[config.mk]
export PLATFORM = sky130hd
export DESIGN_NAME = irq_bank
export DESIGN_NICKNAME = d
export VERILOG_FILES = /design/src/rtl/irq_bank_pkg.sv /design/src/rtl/irq_addr_decode.sv /design/src/rtl/irq_evt_slice.sv /design/src/rtl/irq_bank.sv
export SDC_FILE = /design/constraint.sdc
export NUM_CORES = 1
export LEC_CHECK = 0
export ABC_AREA = 1
export BUFFER_PORTS_ARGS = -buffer_cell sky130_fd_sc_hd__buf_2
export CAP_MARGIN = 40
export CORE_MARGIN = 5
export CORE_UTILIZATION = 25
export CTS_CLUSTER_DIAMETER = 80
export CTS_CLUSTER_SIZE = 30
export DETAILED_ROUTE_END_ITERATION = 6
export GPL_TIMING_DRIVEN = 0
export PLACE_DENSITY = 0.74
export SETUP_SLACK_MARGIN = 0.5
export SYNTH_ARGS = -nofsm -noshare
export SYNTH_HDL_FRONTEND = slang
export SYNTH_SLANG_ARGS = --single-unit
[constraint.sdc]
create_clock -name clk_i -period 1.2 [get_ports clk_i]
set_input_delay 0.24 -clock clk_i [delete_from_list [all_inputs] [get_ports clk_i]]
set_output_delay 0.24 -clock clk_i [all_outputs]
set_load 0.01 [all_outputs]
[src/rtl/irq_bank_pkg.sv]
package irq_bank_pkg;
    localparam int unsigned OFF_RAW  = 32'h20;
    localparam int unsigned OFF_MSK  = 32'h24;
    localparam int unsigned OFF_ESET = 32'h28;
    localparam int unsigned OFF_ECLR = 32'h2C;

    typedef struct packed {
        logic raw;
        logic msk;
        logic eset;
        logic eclr;
    } reg_sel_t;
endpackage

[src/rtl/irq_addr_decode.sv]
module irq_addr_decode
    import irq_bank_pkg::*;
#(
    parameter int ADDR_W = 8
) (
    input  logic [ADDR_W-1:0] addr_i,
    output reg_sel_t          sel_o
);
    always_comb begin
        sel_o.raw  = (addr_i == ADDR_W'(OFF_RAW));
        sel_o.msk  = (addr_i == ADDR_W'(OFF_MSK));
        sel_o.eset = (addr_i == ADDR_W'(OFF_ESET));
        sel_o.eclr = (addr_i == ADDR_W'(OFF_ECLR));
    end
endmodule

[src/rtl/irq_evt_slice.sv]
module irq_evt_slice
    import irq_bank_pkg::*;
(
    input  logic     raw_q_i,
    input  logic     en_q_i,
    input  logic     evt_i,
    input  logic     wr_i,
    input  reg_sel_t sel_i,
    input  logic     wbit_i,
    output logic     raw_d_o,
    output logic     en_d_o
);
    logic set_raw, clr_raw, set_en, clr_en;

    always_comb begin
        set_raw = evt_i | (wr_i & sel_i.raw & wbit_i);
        clr_raw = wr_i & sel_i.msk & wbit_i;
        set_en  = wr_i & sel_i.eset & wbit_i;
        clr_en  = wr_i & sel_i.eclr & wbit_i;
        // a set (event) has priority over an acknowledge in the same cycle
        raw_d_o = set_raw | (raw_q_i & ~clr_raw);
        en_d_o  = set_en  | (en_q_i & ~clr_en);
    end
endmodule

[src/rtl/irq_bank.sv]
module irq_bank
    import irq_bank_pkg::*;
#(
    parameter int NUM_EVT = 2,
    parameter int ADDR_W  = 8,
    parameter int DATA_W  = 32
) (
    input  logic               clk_i,
    input  logic               rst_ni,
    input  logic [NUM_EVT-1:0] evt_pulse_i,
    input  logic               bus_wr_i,
    input  logic [ADDR_W-1:0]  bus_addr_i,
    input  logic [DATA_W-1:0]  bus_wdata_i,
    output logic [DATA_W-1:0]  bus_rdata_o,
    output logic               irq_o
);
    localparam int PAD_W = DATA_W - NUM_EVT;

    typedef struct packed {
        logic [NUM_EVT-1:0] raw;
        logic [NUM_EVT-1:0] en;
    } bank_t;

    bank_t              state_d, state_q;
    reg_sel_t           sel;
    logic [NUM_EVT-1:0] raw_nx, en_nx;
    logic [NUM_EVT-1:0] raw_vis, en_vis, pend;

    irq_addr_decode #(.ADDR_W(ADDR_W)) u_dec (
        .addr_i (bus_addr_i),
        .sel_o  (sel)
    );

    for (genvar i = 0; i < NUM_EVT; i++) begin : g_slice
        irq_evt_slice u_slice (
            .raw_q_i (state_q.raw[i]),
            .en_q_i  (state_q.en[i]),
            .evt_i   (evt_pulse_i[i]),
            .wr_i    (bus_wr_i),
            .sel_i   (sel),
            .wbit_i  (bus_wdata_i[i]),
            .raw_d_o (raw_nx[i]),
            .en_d_o  (en_nx[i])
        );
    end

    always_comb begin
        state_d     = state_q;
        state_d.raw = raw_nx;
        state_d.en  = en_nx;
    end

    always_ff @(posedge clk_i) begin
        if (!rst_ni) begin
            state_q <= '0;
        end else begin
            state_q <= state_d;
        end
    end

    assign raw_vis = state_q.raw;
    assign en_vis  = state_q.en;
    assign pend    = state_q.raw & state_q.en;
    assign irq_o   = |pend;

    always_comb begin
        bus_rdata_o = '0;
        unique case (1'b1)
            sel.raw:             bus_rdata_o = {{PAD_W{1'b0}}, state_q.raw};
            sel.msk:             bus_rdata_o = {{PAD_W{1'b0}}, pend};
            sel.eset, sel.eclr:  bus_rdata_o = {{PAD_W{1'b0}}, state_q.en};
            default:             bus_rdata_o = '0;
        endcase
    end
endmodule

======== Word level (Yosys, flattened, before mapping) ========
Cells that the tools add are included.
Widths: inputs -> output; s select.
operators by class
  bitwise gates (word level) .............. 27
  equal/unequal tests ..................... 4
  muxes and demuxes ....................... 1
  reductions and logical operators ........ 2
operators by type and width
  cell                number
  $eq 8x6->1 const B  4
  $and 1x1->1         16
  $or 1x1->1          6
  $pmux 2 s3          1
  $not 1->1           4
  $reduce_or 2->1     2
  $and 2x2->2         1
word-level totals
  register bits after elaboration ......... 4
  output and inout port bits .............. 33

======== Logic depth before layout (Yosys ltp) ========
Gate-level depths: netlist (run 1).
  word-level depth ........................ 6
  mapped depth ............................ 8

======== By module ========
Synthesis (run 1) repeated with hierarchy kept, for this count alone.
second synthesis, totals
  cell total of the unflattened synthesis .. 96
  area total of the unflattened synthesis .. 563.0 um2
by module, submodules not included
  module           instances  cells an instance  area an instance (um2)
  irq_bank         1          54                 387.9
  irq_evt_slice    2          11                 46.3
  irq_addr_decode  1          20                 82.6

======== Worst setup path after synthesis (run 1) ========
No wires, ideal clock.
  path type ............................... input port to output port
  start ................................... in bus_addr_i[5]
  end ..................................... out bus_rdata_o[1]
  path slack .............................. 0.107 ns
  required time ........................... 0.960 ns
  data arrival time ....................... 0.853 ns
  stages .................................. 6
  path through ............................ inv_1 > nor2_2 > nand2_4 > nor3_1 > nand3_1 > nand3_1
on the way
  word-level cells in the longest chain between the ends .. 3
ends and longest elaborated chain
  what                           line                                          RTL
  start: declaration             irq_bank.sv:12                                input logic [ADDR_W-1:0] bus_addr_i,
  $eq 8x6->1 (on tied branches)  irq_addr_decode.sv:13, irq_addr_decode.sv:12
  $reduce_or 2->1                irq_bank.sv:68                                unique case (1'b1)
  $pmux 2 s3 *                   irq_bank.sv:68
  end: declaration               irq_bank.sv:14                                output logic [DATA_W-1:0] bus_rdata_o,
Mark *: on every way between the ends. The rest lies on a longest branch, timed or not.

======== Worst setup path after layout (run 1) ========
  start ................................... in bus_addr_i[6]
  end ..................................... out bus_rdata_o[1]
The elaborated chain is that of the path after synthesis.

==> results.json, run 1 <==
{
  "hp-start": "rst_ni",
  "dpl.cell_count": 162,
  "period_share_pct": 106,
  "post_drt_wl_per_cell_um": 9.47,
  "fmax_mhz": 787,
  "dpl_cell_area_sq_um": 885,
  "outcome": "finished, violations left",
  "overflow": 0,
  "drt_first_pass_iters": 4,
  "period_needed_ns": 1.27,
  "numClockSinks": 4,
  "die_w_um": 58.4,
  "cts_buffer_depth": 2,
  "combPwrFrac_pct": 46.1,
  "p_leak_uw": 0.000619,
  "yosys_register_bits": 4,
  "switching_share_pct": 32.5,
  "syn-cell-area_sq_um": 586,
  "dp_slack_ns": -0.204,
  "met3WireLength_um": 208,
  "ant_nets": 0,
  "initial_utilization_pct": 26.2,
  "yosysSeqAreaShare_pct": 13.7,
  "drive_above_1_share_pct": 62.2,
  "m1WireLength_um": 611,
  "crit_path_start_kind": "input port",
  "holdBufCountCts": 0,
  "worst_hold_slack_ns": 0.290,
  "final_nets": 195,
  "crit_family": "simple AND/OR/NAND/NOR gates",
  "core_sq_um": 2230,
  "routed_wl_mm": 1.67,
  "routed.top_layer": "met4",
  "grt_pass1_vias": 639,
  "hold_violations": 0,
  "hpwlAfterDp_mm": 1.13,
  "wl_met2_um": 836,
  "ys_types": 19,
  "critical_path.max_stage_delay_ns": 0.16,
  "port_buffers": 16,
  "rows": 17,
  "die_area_sq_um": 3410,
  "root_buffer": "clkbuf_4",
  "grt.total_usage_pct": 10.4,
  "cp.required_ns": 0.96,
  "synth_cells": 89,
  "finalSetupViolCount": 2,
  "slowest_stage": "nor3_4",
  "worstSetupPathType": "input port to primary output",
  "p_clk_share_pct": 28.6,
  "n_antenna_cell": 0,
  "final_common_cell": "buf_4",
  "power_density_nw_per_um2": 509,
  "remaining_drc_errors": 0,
  "final_max_slew_viol_count": 0,
  "vias_per_cell": 3.73,
  "place_congestion": 0.737,
  "clk_latency_ns": 0.23,
  "die_h_um": 58.4,
  "antenna_found_initial": 0,
  "vdd_ir_drop_max_uv": 802,
  "grt_start_max_net_pins": 9,
  "final_cell_mix": "buf_4, conb_1, buf_6, nand2_1, buf_2",
  "cts_max_level": 1,
  "layout_setup_ws_ns": -0.0710,
  "final_area_sq_um": 1130,
  "finClkSkew_ns": 0,
  "pin_count": 78,
  "area_delta_synth_final_pct": 93.6,
  "postSynthAreaPerCell_sq_um": 6.58,
  "pwr-share-seq_pct": 25.4,
  "power_switching_uw": 188,
  "crit_chain": "buf_6 > nor2_4 > nand2_4 > nor3_4 > nand3_1 > nand3_2 > buf_6",
  "crit_fanout": 5,
  "r2r-start": "raw_vis[1]",
  "finalNonFillerCells": 176,
  "drtIter0Drc": 7,
  "crit_path_end_kind": "primary output",
  "clkTransAtPathRegs_ns": 0.04,
  "rsz0062_at_grt": "yes",
  "grt_pass1_wl_mm": 2.74,
  "cts_tree": "done",
  "crit_arrival_ns": 1.03,
  "cp_num_buf_inv": 2,
  "crit_top_cell": "buf_6",
  "vias": 657,
  "violations": "negative setup slack",
  "crit_path_start": "bus_addr_i[6]",
  "hold_path_class": "input port to flop",
  "cts_buffers": 3,
  "finalPower_uw": 577,
  "yosysWarnings": 0,
  "maxCapViolCount": 0,
  "power.internal_uw": 389
}
[routing by layer]
layer / vias up / track usage (%)
met4: 0 / 3.31
met1: 272 / 11.5
met5: - / 0
met3: 2 / 4.82
met2: 42 / 17.7
li1: 341 / -
[kinds of logic (layout without fill, tap and decap cells)]
family / after synthesis / count (layout) / synth area share, %
AO/OA/AOI/OAI: 6 / 6 / 5.77
buffers and inverters: 41 / 71 / 45.7
flip-flops: 4 / 4 / 13.7
other: 1 / 30 / 0.640
AND/OR/NAND/NOR: 37 / 37 / 34.2
[final cells by class]
| class | count | area, sq um |
|---|---|---|
| Clock buffer | 3 | 22.5 |
| Tap cell | 28 | 35.0 |
| Sequential cell | 4 | 82.6 |
| Buffer | 31 | 230 |
| Fill cell | 225 | 1100 |
| Inverter | 10 | 67.6 |
| Multi-Input combinational cell | 73 | 439 |
| Timing Repair Buffer | 27 | 256 |
[registers in the layout, indices dropped and copies added, names as in the netlist]
name     cells
en_vis       2
raw_vis      2
[through the flow]
step                util, %  setup TNS [ns]
floorplan                 -               0
global placement       39.6          -0.409
detailed placement     39.6          -0.408
CTS                    50.0         -0.0728
global route           50.8          -0.377
finish                 50.8          -0.124
[synthesized netlist by cell type (all sizes together)]
master  instances  area (sq um)
a21oi           4          20.0
a22o            1          8.76
buf            31           230
conb            1          3.75
dfxtp           4          80.1
inv            10          37.5
nand2          15          66.3
nand3           9          45.0
nand4           4          25.0
nor2            7          48.8
nor3            2          15.0
o21ai           1          5.00
[final timing paths]
kind | end | slack [ns] | cells past startpoint
worst max-delay path | bus_rdata_o[1] | -0.07 | 7
worst min-delay path | en_vis[0] | 0.29 | 3
worst max register to register | raw_vis[1] | 0.52 | 2
worst min register to register | raw_vis[0] | 0.51 | 2
[timing repair]
item | CTS | global route
gates resized for setup | 32 | 5
cloned | 0 | 0
setup endpoints to repair | 7 | 7
pin swaps | 13 | 1
setup buffers | 11 | 0
[worst min-delay path, delay by kind of cell]
kind                   cells  cell delay (ns)
AOI/OAI and AO/OA          1             0.11
buffers and inverters      2             0.13
[power groups by stage]
stage | clock network (uW) | logic (uW) | registers, uW
3_5_place_dp | 0 | 206 | 146
2_1_floorplan | 0 | 162 | 144
5_1_grt | 193 | 290 | 146
4_1_cts | 171 | 255 | 144
6_report | 165 | 266 | 147
3_3_place_gp | 0 | 203 | 145
No activity file was read; power rests on OpenSTA's default activity.
==> run 2: changes to the inputs <==
--- a/config.mk
+++ b/config.mk
@@ -6,15 +6,19 @@
 export NUM_CORES = 1
 export LEC_CHECK = 0
 export ABC_AREA = 1
+export ABC_CLOCK_PERIOD_IN_PS = 1200
 export BUFFER_PORTS_ARGS = -buffer_cell sky130_fd_sc_hd__buf_2
 export CAP_MARGIN = 40
+export CELL_PAD_IN_SITES_DETAIL_PLACEMENT = 1
+export CELL_PAD_IN_SITES_GLOBAL_PLACEMENT = 1
+export CORE_ASPECT_RATIO = 0.5
 export CORE_MARGIN = 5
-export CORE_UTILIZATION = 25
+export CORE_UTILIZATION = 18
 export CTS_CLUSTER_DIAMETER = 80
 export CTS_CLUSTER_SIZE = 30
 export DETAILED_ROUTE_END_ITERATION = 6
 export GPL_TIMING_DRIVEN = 0
-export PLACE_DENSITY = 0.74
+export PLACE_DENSITY = 0.87
 export SETUP_SLACK_MARGIN = 0.5
 export SYNTH_ARGS = -nofsm -noshare
 export SYNTH_HDL_FRONTEND = slang
==> results.json, run 2 (synthesis results as in run 1) <==
{
  "overflow": 0,
  "die_area_sq_um": 4560,
  "grt_pass1_vias": 704,
  "hp-start": "rst_ni",
  "port_buffers": 16,
  "p_clk_share_pct": 41.0,
  "rsz0062_at_grt": "yes",
  "root_buffer": "clkbuf_8",
  "crit_path_end_kind": "primary output",
  "die_w_um": 90.7,
  "critical_path.max_stage_delay_ns": 0.11,
  "numClockSinks": 4,
  "finClkSkew_ns": 0,
  "grt_start_max_net_pins": 9,
  "p_leak_uw": 0.000610,
  "dpl.cell_count": 174,
  "crit_chain": "buf_6 > nor2_4 > nand2_4 > inv_4 > nand2_2 > o21ai_2 > nand2_1 > nand3_2 > buf_6",
  "cp.required_ns": 0.96,
  "crit_arrival_ns": 1.01,
  "slowest_stage": "nor2_4",
  "pin_count": 78,
  "vias_per_cell": 3.54,
  "remaining_drc_errors": 0,
  "drtIter0Drc": 21,
  "period_share_pct": 104,
  "power.internal_uw": 482,
  "antenna_found_initial": 0,
  "crit_path_start_kind": "input port",
  "hold_violations": 0,
  "place_congestion": 0.747,
  "final_common_cell": "buf_4",
  "final_cell_mix": "buf_4, conb_1, nand2_1, buf_2, buf_6",
  "vias": 654,
  "final_max_slew_viol_count": 0,
  "crit_path_start": "bus_addr_i[4]",
  "switching_share_pct": 30.2,
  "drt_first_pass_iters": 3,
  "combPwrFrac_pct": 38.0,
  "period_needed_ns": 1.25,
  "initial_utilization_pct": 19.1,
  "finalSetupViolCount": 2,
  "maxCapViolCount": 0,
  "grt_pass1_wl_mm": 2.94,
  "grt.total_usage_pct": 7.63,
  "holdBufCountCts": 0,
  "ant_nets": 0,
  "power_density_nw_per_um2": 612,
  "post_drt_wl_per_cell_um": 10.1,
  "hold_path_class": "input port to flop",
  "area_delta_synth_final_pct": 92.7,
  "n_fill_cell": 366,
  "hpwlAfterDp_mm": 1.41,
  "crit_top_cell": "buf_6",
  "r2r-start": "raw_vis[1]",
  "worstSetupPathType": "input port to primary output",
  "outcome": "finished, violations left",
  "finalNonFillerCells": 185,
  "power_switching_uw": 209,
  "core_sq_um": 3070,
  "die_h_um": 50.3,
  "cp_num_buf_inv": 3,
  "clk_latency_ns": 0.22,
  "pwr-share-seq_pct": 20.9,
  "final_nets": 192,
  "vdd_ir_drop_max_uv": 200,
  "cts_buffer_depth": 2,
  "routed_wl_mm": 1.87,
  "dp_slack_ns": -0.263,
  "fmax_mhz": 799,
  "clkTransAtPathRegs_ns": 0.03,
  "rows": 14,
  "cts_max_level": 1,
  "crit_fanout": 5,
  "crit_family": "simple AND/OR/NAND/NOR gates",
  "cts_tree": "done",
  "n_antenna_cell": 0,
  "layout_setup_ws_ns": -0.0509,
  "violations": "negative setup slack",
  "cts_buffers": 3,
  "drive_above_1_share_pct": 62.1
}
## run 2: cell types whose count changed in the layout (fill, tap and decap cells not counted), sizes merged
cell | before | now
buf | 58 | 55
## run 2: final timing paths
kind,endpoint,slack [ns],cells past startpoint
max,bus_rdata_o[1],-0.05,9
min,raw_vis[0],0.32,3
min reg2reg,en_vis[0],0.50,2
max reg2reg,raw_vis[1],0.51,2
## run 2: area by class of cell
type | instances | area (sq um) | area share (%)
Sequential cell | 4 | 81.3 | 7.21
Clock buffer | 3 | 41.3 | 3.66
Timing Repair Buffer | 24 | 209 | 18.5
Multi-Input combinational cell | 73 | 449 | 39.8
Buffer | 31 | 230 | 20.4
Tap cell | 40 | 50.0 | 4.43
Inverter | 10 | 67.6 | 5.99
## run 2: timing repair
item	4_1_cts	5_1_grt
setup endpoints to repair	7	7
pin swaps	13	5
gates resized for setup	20	13
buffers inserted	4	4
## run 2: power by group through the flow
stage | Sequential, uW | Clock, uW | Combinational (uW)
after detailed placement | 146 | 0 | 209
after floorplan | 144 | 0 | 162
final | 145 | 284 | 263
after global placement | 145 | 0 | 204
after CTS | 144 | 290 | 239
after global routing | 145 | 301 | 288
## run 2: stage by stage
stage	hold slack, ns	instance area, sq um	TNS (ns)	power (uW)	utilization, %
2_1_floorplan	0.399	769	0	307	-
3_3_place_gp	0.475	900	-0.399	349	29.3
3_5_place_dp	0.490	900	-0.517	355	29.3
4_1_cts	0.312	1050	-0.0832	674	34.2
5_1_grt	0.347	1130	-0.222	735	36.8
6_report	0.323	1130	-0.0999	691	36.8
## run 2: worst min-delay path: stages
cell and delay (ns):
buf_2 0.08, inv_1 0.08, a21oi_2 0.11
## run 2: layer usage
metal / vias to the layer above / wire [um] / global-route usage, %
li1: 335 / - / -
met1: 287 / 658 / 7.41
met2: 28 / 1020 / 15.1
met3: 4 / 156 / 2.24
met4: 0 / 40 / 3.71
met5: - / 0 / 0
